## src/rtl/pwmdith_pkg.sv

```systemverilog
package pwmdith_pkg;

    // 7-bit accumulator steps for each frequency code, index = code
    localparam logic [15:0][15:0] STEP7_DEFAULT = {
        16'd512, 16'd448, 16'd400, 16'd384, 16'd368, 16'd352, 16'd336, 16'd320,
        16'd304, 16'd288, 16'd272, 16'd256, 16'd240, 16'd224, 16'd208, 16'd192
    };

    // reverse the lowest n bits of v, upper bits cleared
    function automatic logic [7:0] rev_low(input logic [7:0] v, input int n);
        logic [7:0] r;
        r = '0;
        for (int i = 0; i < 8; i++) begin
            if (i < n) r[n-1-i] = v[i];
        end
        return r;
    endfunction

endpackage

```

## src/rtl/pwmdith_step.sv

```systemverilog
module pwmdith_step #(
    parameter int ACC_W  = 16,
    parameter int NRES   = 4,
    parameter int FSEL_W = 4,
    parameter logic [2**FSEL_W-1:0][ACC_W-1:0] STEP7_TABLE = pwmdith_pkg::STEP7_DEFAULT,
    localparam int RSEL_W = $clog2(NRES)
) (
    input  logic [FSEL_W-1:0] freq_sel,
    input  logic [RSEL_W-1:0] res_sel,
    output logic [ACC_W-1:0]  step
);
    logic [ACC_W-1:0]            base;
    logic [NRES-1:0][ACC_W-1:0]  cand;

    assign base = STEP7_TABLE[freq_sel];

    // one candidate per resolution, each a halving of the previous
    for (genvar g = 0; g < NRES; g++) begin : g_res
        assign cand[g] = base >> g;
    end

    assign step = cand[res_sel];
endmodule

```

## src/rtl/pwmdith_duty.sv

```systemverilog
module pwmdith_duty #(
    parameter int BRT_W    = 16,
    parameter int RES_MIN  = 7,
    parameter int NRES     = 4,
    parameter int DITH_MAX = 4,
    localparam int RSEL_W  = $clog2(NRES),
    localparam int DSEL_W  = $clog2(DITH_MAX + 1),
    localparam int DUTY_W  = RES_MIN + NRES
) (
    input  logic [BRT_W-1:0]    brightness,
    input  logic [RSEL_W-1:0]   res_sel,
    input  logic [DSEL_W-1:0]   dith_sel,
    input  logic                dith_on,
    input  logic [DITH_MAX-1:0] dcnt,
    output logic [DUTY_W-1:0]   duty
);
    int               dbits;
    int               rbits;
    logic             over;
    logic             extra;
    logic [BRT_W-1:0] coarse;
    logic [BRT_W-1:0] frac;
    logic [BRT_W-1:0] rev;

    always_comb begin
        dbits  = (int'(dith_sel) > DITH_MAX) ? DITH_MAX : int'(dith_sel);
        rbits  = RES_MIN + int'(res_sel);
        over   = (brightness >> (rbits + dbits)) != '0;
        coarse = brightness >> dbits;
        frac   = brightness & ((BRT_W'(1) << dbits) - BRT_W'(1));
        rev    = BRT_W'(pwmdith_pkg::rev_low(8'(dcnt), dbits));
        extra  = dith_on && (rev < frac);
        if (over)
            duty = DUTY_W'(1) << rbits;
        else
            duty = DUTY_W'(coarse) + DUTY_W'(extra);
    end
endmodule

```

## src/rtl/pwmdith_cmp.sv

```systemverilog
module pwmdith_cmp #(
    parameter int ACC_W   = 16,
    parameter int RES_MIN = 7,
    parameter int NRES    = 4,
    localparam int RSEL_W = $clog2(NRES),
    localparam int DUTY_W = RES_MIN + NRES
) (
    input  logic [ACC_W-1:0]  acc,
    input  logic [RSEL_W-1:0] res,
    input  logic [DUTY_W-1:0] duty,
    output logic              on
);
    logic [NRES-1:0][ACC_W-1:0] pos;

    // phase position in LSBs for each selectable resolution
    for (genvar g = 0; g < NRES; g++) begin : g_pos
        assign pos[g] = acc >> (ACC_W - RES_MIN - g);
    end

    assign on = pos[res] < ACC_W'(duty);
endmodule

```

## src/rtl/dith_led_pwm.sv

```systemverilog
module dith_led_pwm #(
    parameter int ACC_W    = 16,
    parameter int BRT_W    = 16,
    parameter int RES_MIN  = 7,
    parameter int NRES     = 4,
    parameter int DITH_MAX = 4,
    parameter int FSEL_W   = 4,
    parameter logic [2**FSEL_W-1:0][ACC_W-1:0] STEP7_TABLE = pwmdith_pkg::STEP7_DEFAULT,
    localparam int RSEL_W  = $clog2(NRES),
    localparam int DSEL_W  = $clog2(DITH_MAX + 1),
    localparam int DUTY_W  = RES_MIN + NRES
) (
    input  logic              clk,
    input  logic              rst_n,
    input  logic [BRT_W-1:0]  brightness,
    input  logic [RSEL_W-1:0] res_sel,
    input  logic [FSEL_W-1:0] freq_sel,
    input  logic [DSEL_W-1:0] dith_sel,
    input  logic              steady_dith_en,
    input  logic              slope_active,
    output logic              pwm_out,
    output logic              period_start
);
    typedef struct packed {
        logic [ACC_W-1:0]    acc;
        logic [ACC_W-1:0]    step;
        logic [RSEL_W-1:0]   res;
        logic [DUTY_W-1:0]   duty;
        logic [DITH_MAX-1:0] dcnt;
        logic                pwm;
        logic                start;
        logic                init;
    } state_t;

    state_t s_q, s_d;

    logic [ACC_W:0]      sum;
    logic                load;
    logic [ACC_W-1:0]    acc_nx;
    logic [RSEL_W-1:0]   res_nx;
    logic [DUTY_W-1:0]   duty_nx;
    logic [ACC_W-1:0]    step_w;
    logic [DUTY_W-1:0]   duty_w;
    logic                pwm_on;

    pwmdith_step #(
        .ACC_W(ACC_W), .NRES(NRES), .FSEL_W(FSEL_W), .STEP7_TABLE(STEP7_TABLE)
    ) u_step (
        .freq_sel(freq_sel),
        .res_sel (res_sel),
        .step    (step_w)
    );

    pwmdith_duty #(
        .BRT_W(BRT_W), .RES_MIN(RES_MIN), .NRES(NRES), .DITH_MAX(DITH_MAX)
    ) u_duty (
        .brightness(brightness),
        .res_sel   (res_sel),
        .dith_sel  (dith_sel),
        .dith_on   (steady_dith_en | slope_active),
        .dcnt      (s_q.dcnt),
        .duty      (duty_w)
    );

    // phase advance and capture of settings at each wrap
    always_comb begin
        sum     = {1'b0, s_q.acc} + {1'b0, s_q.step};
        load    = s_q.init | sum[ACC_W];
        acc_nx  = s_q.init ? '0 : sum[ACC_W-1:0];
        res_nx  = load ? res_sel : s_q.res;
        duty_nx = load ? duty_w  : s_q.duty;
    end

    pwmdith_cmp #(
        .ACC_W(ACC_W), .RES_MIN(RES_MIN), .NRES(NRES)
    ) u_cmp (
        .acc (acc_nx),
        .res (res_nx),
        .duty(duty_nx),
        .on  (pwm_on)
    );

    always_comb begin
        s_d       = s_q;
        s_d.init  = 1'b0;
        s_d.start = load;
        s_d.acc   = acc_nx;
        s_d.res   = res_nx;
        s_d.duty  = duty_nx;
        s_d.pwm   = pwm_on;
        if (load) begin
            s_d.step = step_w;
            s_d.dcnt = s_q.dcnt + 1'b1;
        end
    end

    always_ff @(posedge clk or negedge rst_n) begin
        if (!rst_n) begin
            s_q      <= '0;
            s_q.init <= 1'b1;
        end else begin
            s_q <= s_d;
        end
    end

    assign pwm_out      = s_q.pwm;
    assign period_start = s_q.start;
endmodule

```

## config.mk

```make
export PLATFORM = sky130hd
export DESIGN_NAME = dith_led_pwm
export DESIGN_NICKNAME = d
export VERILOG_FILES = /design/src/rtl/pwmdith_pkg.sv /design/src/rtl/pwmdith_step.sv /design/src/rtl/pwmdith_duty.sv /design/src/rtl/pwmdith_cmp.sv /design/src/rtl/dith_led_pwm.sv
export SDC_FILE = /design/constraint.sdc
export NUM_CORES = 1
export LEC_CHECK = 0
export ABC_CLOCK_PERIOD_IN_PS = 5800
export CAP_MARGIN = 20
export CORE_MARGIN = 2
export CORE_UTILIZATION = 61
export DETAILED_ROUTE_END_ITERATION = 12
export PLACE_DENSITY = 0.81
export RECOVER_POWER = 25
export SETUP_SLACK_MARGIN = 0.15
export SLEW_MARGIN = 20
export SYNTH_ARGS = -nofsm -noshare
export SYNTH_HDL_FRONTEND = slang
export SYNTH_SLANG_ARGS = --single-unit
```

## constraint.sdc

```tcl
create_clock -name clk -period 5.8 [get_ports clk]
set_clock_uncertainty 0.05 [all_clocks]
set_input_delay 1.16 -clock clk [delete_from_list [all_inputs] [get_ports clk]]
set_output_delay 1.16 -clock clk [all_outputs]
set_load 0.05 [all_outputs]
```

After elaboration in Yosys (flattened, before gate mapping):

Memory sizes are Yosys's and may differ from the RTL's.
Cells that the tools add are included.

* $add $sub $neg: 14
* order comparisons: 30
* shift-type cells: 4
* muxes and demuxes: 37
* bitwise operators: 12
* reduce and logical (&&, ||, !) cells: 10

Operator list (number)
* greater-or-equal comparator 32 x 1 -> 1 bit (second input constant): 8
* less-than comparator 32 x 5 -> 1 bit (second input constant): 8
* less-than comparator 4 x 32 -> 1 bit (first input constant): 4
* subtractor 32 x 4 -> 32 bit (second input constant): 4
* binary-select mux 16 bit (select 2 bit): 2
* less-than comparator 3 x 32 -> 1 bit (first input constant): 2
* two-way mux 16 bit: 4
* two-way mux 8 bit: 8
* subtractor 32 x 2 -> 32 bit (second input constant): 2
* subtractor 32 x 3 -> 32 bit (second input constant): 2
* bitwise AND 8 bit: 5
* adder 32 bit: 1
* less-than comparator 1 x 32 -> 1 bit (first input constant): 1
* less-than comparator 2 x 32 -> 1 bit (first input constant): 1
* NOT 8 bit: 4
* << shifter 1 x 32 -> 11 bit (first input constant): 1
* << shifter 1 x 32 -> 16 bit (first input constant): 1
* >> shifter 16 x 32 -> 11 bit: 1
* >> shifter 16 x 32 -> 16 bit: 1
* bitwise mux 8 bit: 3
* demux 1 bit (select 3 bit): 8
* two-way mux 11 bit: 2
* adder 16 x 16 -> 17 bit: 1
* bitwise AND 16 bit: 1
* 15 further kinds: 32

* flip-flop bits (word level): 52
* ROM bits: 256
* bits of input ports: 29
* output and inout port bits: 2
* memories: 1

Memory list
* (no name shown): words 16, bits a word 16, rd ports 1, clocked after Yosys merged registers in 0, write ports 0, RTL line pwmdith_step.sv:15 `assign base = STEP7_TABLE[freq_sel];`

Longest topological paths before layout:

* word-level depth: 29
* mapped depth: 35
* depth with buffers taken out: 33

Hierarchy:

Synthesis repeated with hierarchy kept, for this count alone.

* cells, all modules: 555
* area total of the unflattened synthesis: 5251.3 um^2

By module, submodules not included
* dith_led_pwm: times used 1, cells each 231, area each 2808.9 um^2
* pwmdith_duty: times used 1, cells each 202, area each 1580.3 um^2
* pwmdith_cmp: times used 1, cells each 53, area each 440.4 um^2
* pwmdith_step: times used 1, cells each 69, area each 421.7 um^2

Worst setup path before layout:

Ideal clock, no wire load.

* path kind: input-to-reg
* from: in dith_sel[2]
* to: reg s_q, in the netlist pwm_out
* library setup time: 0.077 ns
* data arrival time: 7.291 ns
* setup slack: -1.619 ns
* cell stages on the path: 33
* path buffers: 4
* path through: buf_2 > clkbuf_1 > inv_1 > buf_2 > ha_1 > ha_1 > nor4bb_1 > a222oi_1 > a31oi_1 > ha_1 > o21ai_0 > a21oi_1 > o211ai_1 > a21oi_1 > nor2_1 > ha_1 > inv_1 > or4b_1 > buf_2 > or3_1 > a21oi_1 > a221oi_1 > a21oi_1 > mux2i_1 > ha_1 > a21oi_1 > nor2b_1 > o21ai_0 > nand2b_1 > a2111o_1 > a311oi_1 > o211ai_1 > a21oi_1

* cells in the longest elaborated chain, start to end: 29
* elaborated cells between the ends (all ways): 91
* classes of those cells: add/sub: 11; order compare: 27; shift: 3; mux: 30; bitwise: 10; reduce/logical: 10

RTL lines
* from (decl): RTL line dith_led_pwm.sv:18 `input logic [DSEL_W-1:0] dith_sel,`
* > comparator 3 bit: RTL line pwmdith_duty.sv:26 `dbits = (int'(dith_sel) > DITH_MAX) ? DITH_MAX : int'(dith_sel);`
* two-way mux 3 bit *: RTL line pwmdith_duty.sv:26
* parallel branches: the longest is 24 deep, another holds subtractor 32 x 2 -> 32 bit
* two-way mux 11 bit *: RTL line pwmdith_duty.sv:33 `if (over)`
* two-way mux 11 bit *: RTL line dith_led_pwm.sv:71 `duty_nx = load ? duty_w : s_q.duty;`
* less-than comparator 16 x 11 -> 1 bit *: RTL line pwmdith_cmp.sv:20 `assign on = pos[res] < ACC_W'(duty);`
* via pwm_on: RTL line dith_led_pwm.sv:44 `logic pwm_on;`
* to (decl): RTL line dith_led_pwm.sv:35 `state_t s_q, s_d;`

Mark *: on every way through the listed nets, which the timed path passes.
A chain may end at the register's enable or synchronous reset.

Final worst setup path:

Same ends and word-level chain as after synthesis.

==> run summary <==
* **buffer depth of the longest clock path** 2
* **critical path class** primary input to flop
* **clock tree from TritonCTS** yes
* **worst r2r dst** pwm_out$_DFF_PN0_
* **min setup slack post-route** -0.809 ns
* **buffer type at the clock tree root** clkbuf_8
* **Leakage** 2.64 nW
* **overflow left after global routing** 0
* **Ys Warns** 0
* **residual antenna-violating net count after detailed routing** 0
* **Net count, final** 729
* **Starting DRT DRC Count** 276
* **Die Wd** 92.1 µm
* **Tcrit/Tclk final** 1.14
* **initial antenna violation count** 0
* **number of detailed-route iterations in the first pass** 5
* **mean area per synthesized cell** 8.22 µm²
* **result of the run** finished with violations
* **y dimension of the die** 92.1 µm
* **DRC violations left** 0
* **latest clock arrival within the worst-skew pair** 0.30 ns
* **number of failing hold endpoints at the final stage** 0
* **wire length of the first global-routing pass** 21.5 mm
* **DR vias** 4697
* **f_max** 151 MHz
* **worst reg-to-reg setup slack** 0.41 ns
* **max-capacitance violation count** 1
* **portion of synthesized cell area occupied by the leading cell type** 0.227
* **type of destination of the critical path** flop
* **CP Data Arrival Time** 6.79 ns
* **cell accounting for the most synthesized area** dfrtp_1
* **biggest fanout along the worst timing path** 5
* **row count** 32
* **count of H-tree levels built during CTS** 2
* **nets in the synthesized netlist** 656
* **synthesis-stage register bit count** 44
* **Async S/R FF share, synth** 1.00
* **Max VDD drop** 135 µV
* **share of synthesized area occupied by flip-flops and latches** 0.233
* **cell area after synthesis** 0.00473 mm²
* **buffers and inverters on the worst path** 2
* **die footprint** 0.00848 mm²
* **largest net degree at the start of global routing** 45
* **synthesized netlist cell count** 576
* **unrepaired setup endpoints after global routing** yes
* **clock sink count** 44
* **cell family contributing the most delay on the critical path** compound AO/OA/AOI/OAI gates
* **class of the worst hold path** flop to flop
* **delay of the slowest critical-path stage** 0.49 ns
* **worst setup path start** dith_sel[2]
* **number of distinct library cells after synthesis** 74
* **dpl cells** 736
* **number of synthesized flops with an enable pin** 0
* **CP required** 5.98 ns
* **master of the slowest instance on the critical path** or4b_4
* **start of the worst register-to-register path** s_q[3]$_DFFE_PN0N_
* **HPWL reported at the end of detailed placement** 9.33 mm
* **starting density of the core** 0.622
* **layout cells sized above 1** 0.182
* **via count of the first global-routing pass** 4637
* **total number of cells along the worst setup path** 31
* **hold buffer count at cts** 0
* **post-detailed-route via-to-cell ratio** 6.25
* **weighted congestion at the end of routability-driven global placement** 0.899
* **failing checks** max-capacitance violations, max-slew violations, negative setup slack
* **most frequent CP cell** a21oi_1
* **Buffers on Ports** 30
* **startpoint types** primary input
* **critical path endpoint** pwm_out$_DFF_PN0_
* **Final Setup Violations** 1
* **number of buffers created by CTS** 5
* **Total Routing Usage GR** 0.308
* **layout-stage area growth over the synthesis result** 21.8%
* **antenna diode instance count** 0
* **slew margin rel.** -0.556
* **power consumption** 1.23 mW
* **top post-synthesis cells by area** dfrtp_1 (23%), ha_1 (13%), mux2i_1 (6.3%), nand2_1 (4.5%), o21ai_0 (4.0%)
* **post-layout minimum cycle time** 6.61 ns
* **drt total wl** 12.7 mm
* **final-report max-slew violation count** 45
* **total power density per cell area** 213 mW/mm²
* **average routed wire per standard cell** 16.9 µm
* **Worst-Margin Slew** 2.33 ns
* **most used flip-flop cell after synthesis** dfrtp_1
* **IO Count** 31
* **area of the core region** 0.00761 mm²
* **post-CTS clock slew at the launch and capture registers of the worst setup and hold paths** 0.08 ns
* **number of cells in the finished layout apart from fillers** 752
* **total negative setup slack** -0.809 ns
* **logic depth of the worst register-to-register path** 27
final cells by class:
class	count	area (µm²)
Timing Repair Buffer	102	841
Fill cell	531	1840
Tap cell	102	128
Clock buffer	6	82.6
Inverter	27	101
Sequential cell	44	1100
Clock inverter	2	10.0
Multi-Input combinational cell	469	3500
logic make-up (layout without fill, tap and decap cells):
group | after synthesis | after routing | synth area share
AOI/OAI and AO/OA | 164 | 164 | 0.233
xor gates and xnor gates | 25 | 25 | 0.0479
adders and majority gates | 51 | 51 | 0.138
buffers and inverters | 63 | 137 | 0.0553
DFF | 44 | 44 | 0.233
muxes | 43 | 43 | 0.0973
other | 2 | 2 | 0.00159
and+or+nand+nor | 184 | 184 | 0.194
metal layers:
metal  vias to the layer above  GRT usage  part of all wire  wire length, µm
li1                       2265          -                 -                -
met5                         -          0                 0                0
met3                        26     0.0411             0.061              771
met2                       181      0.500              0.47             5970
met4                         0     0.0808             0.018              233
met1                      2225      0.433              0.45             5720
report_power, final:
part	internal, mW	switching (mW)
logic	0.290	0.336
clock network	0.0951	0.106
registers	0.359	0.0433
total	0.744	0.485
placed cells by master, fill, tap and decap left out, types with 5 or more instances in the layout:
master,n
nor2_1,41
a31oi_1,9
o211ai_1,6
a21oi_1,30
inv_1,21
dfrtp_1,43
ha_4,5
and3b_1,6
nand2b_1,8
ha_1,43
nand2_1,57
o31ai_1,5
clkbuf_8,6
buf_4,69
nand3_1,20
nor3_1,9
o21ai_0,36
xnor2_1,17
a211oi_1,15
nand4_1,10
and2_1,7
mux2i_1,30
clkdlybuf4s50_1,26
mux2_2,10
xor2_1,7
o21a_1,10
synthesized netlist by cell type (all sizes together), types with 4 or more instances:
master,instances
o21a,10
buf,12
ha,49
nor3,9
o31ai,6
xnor2,18
nand4,10
o211ai,6
a31oi,9
nand2b,10
nor2,41
a21o,4
a21oi,33
o21ai,39
dfrtp,43
xor2,7
clkbuf,24
and3b,6
nor2b,4
nor3b,4
a211oi,16
inv,24
nand2,57
and2,7
nand3,20
mux2i,31
mux2,11
worst register-to-register path: cells and delay by family (launching register included):
| family | cells | cell delay, ns |
|---|---|---|
| muxes | 1 | 0.10 |
| buffers and inverters | 2 | 0.20 |
| and+or+nand+nor | 6 | 1.33 |
| AOI/OAI and AO/OA | 16 | 2.66 |
| adders and majority gates | 2 | 0.54 |
| DFF | 1 | 0.47 |
per-stage QoR:
stage / worst slack [ns] / cell area (µm²) / utilization / hold slack (ns)
floorplan: -0.736 / 4830 / - / 0.388
global placement: -1.35 / 5550 / 0.729 / 0.413
detailed placement: -1.56 / 5550 / 0.729 / 0.412
CTS: -0.788 / 5730 / 0.753 / 0.432
global route: -1.16 / 5770 / 0.758 / 0.454
finish: -0.809 / 5770 / 0.758 / 0.435
flip-flops by register name, indices dropped and copies added (netlist names):
signal,flops
period_start,1
s_q,42
pwm_out,1
worst min-delay path by stage:
stage | from | end | slack [ns] | cells past startpoint
floorplan | s_q[6]$_DFFE_PN0N_ | s_q[6]$_DFFE_PN0N_ | 0.39 | 1
global placement | s_q[10]$_DFF_PN0_ | s_q[10]$_DFF_PN0_ | 0.41 | 2
detailed placement | s_q[10]$_DFF_PN0_ | s_q[10]$_DFF_PN0_ | 0.41 | 2
CTS | s_q[10]$_DFF_PN0_ | s_q[10]$_DFF_PN0_ | 0.43 | 2
global route | s_q[10]$_DFF_PN0_ | s_q[10]$_DFF_PN0_ | 0.45 | 2
finish | s_q[6]$_DFFE_PN0N_ | s_q[6]$_DFFE_PN0N_ | 0.44 | 1
timing repair:
item,CTS,global route
pin swaps,21,22
setup endpoints to repair,1,1
gates resized for setup,22,8
buffers inserted,7,1
Power figures use the tool's default switching activity.
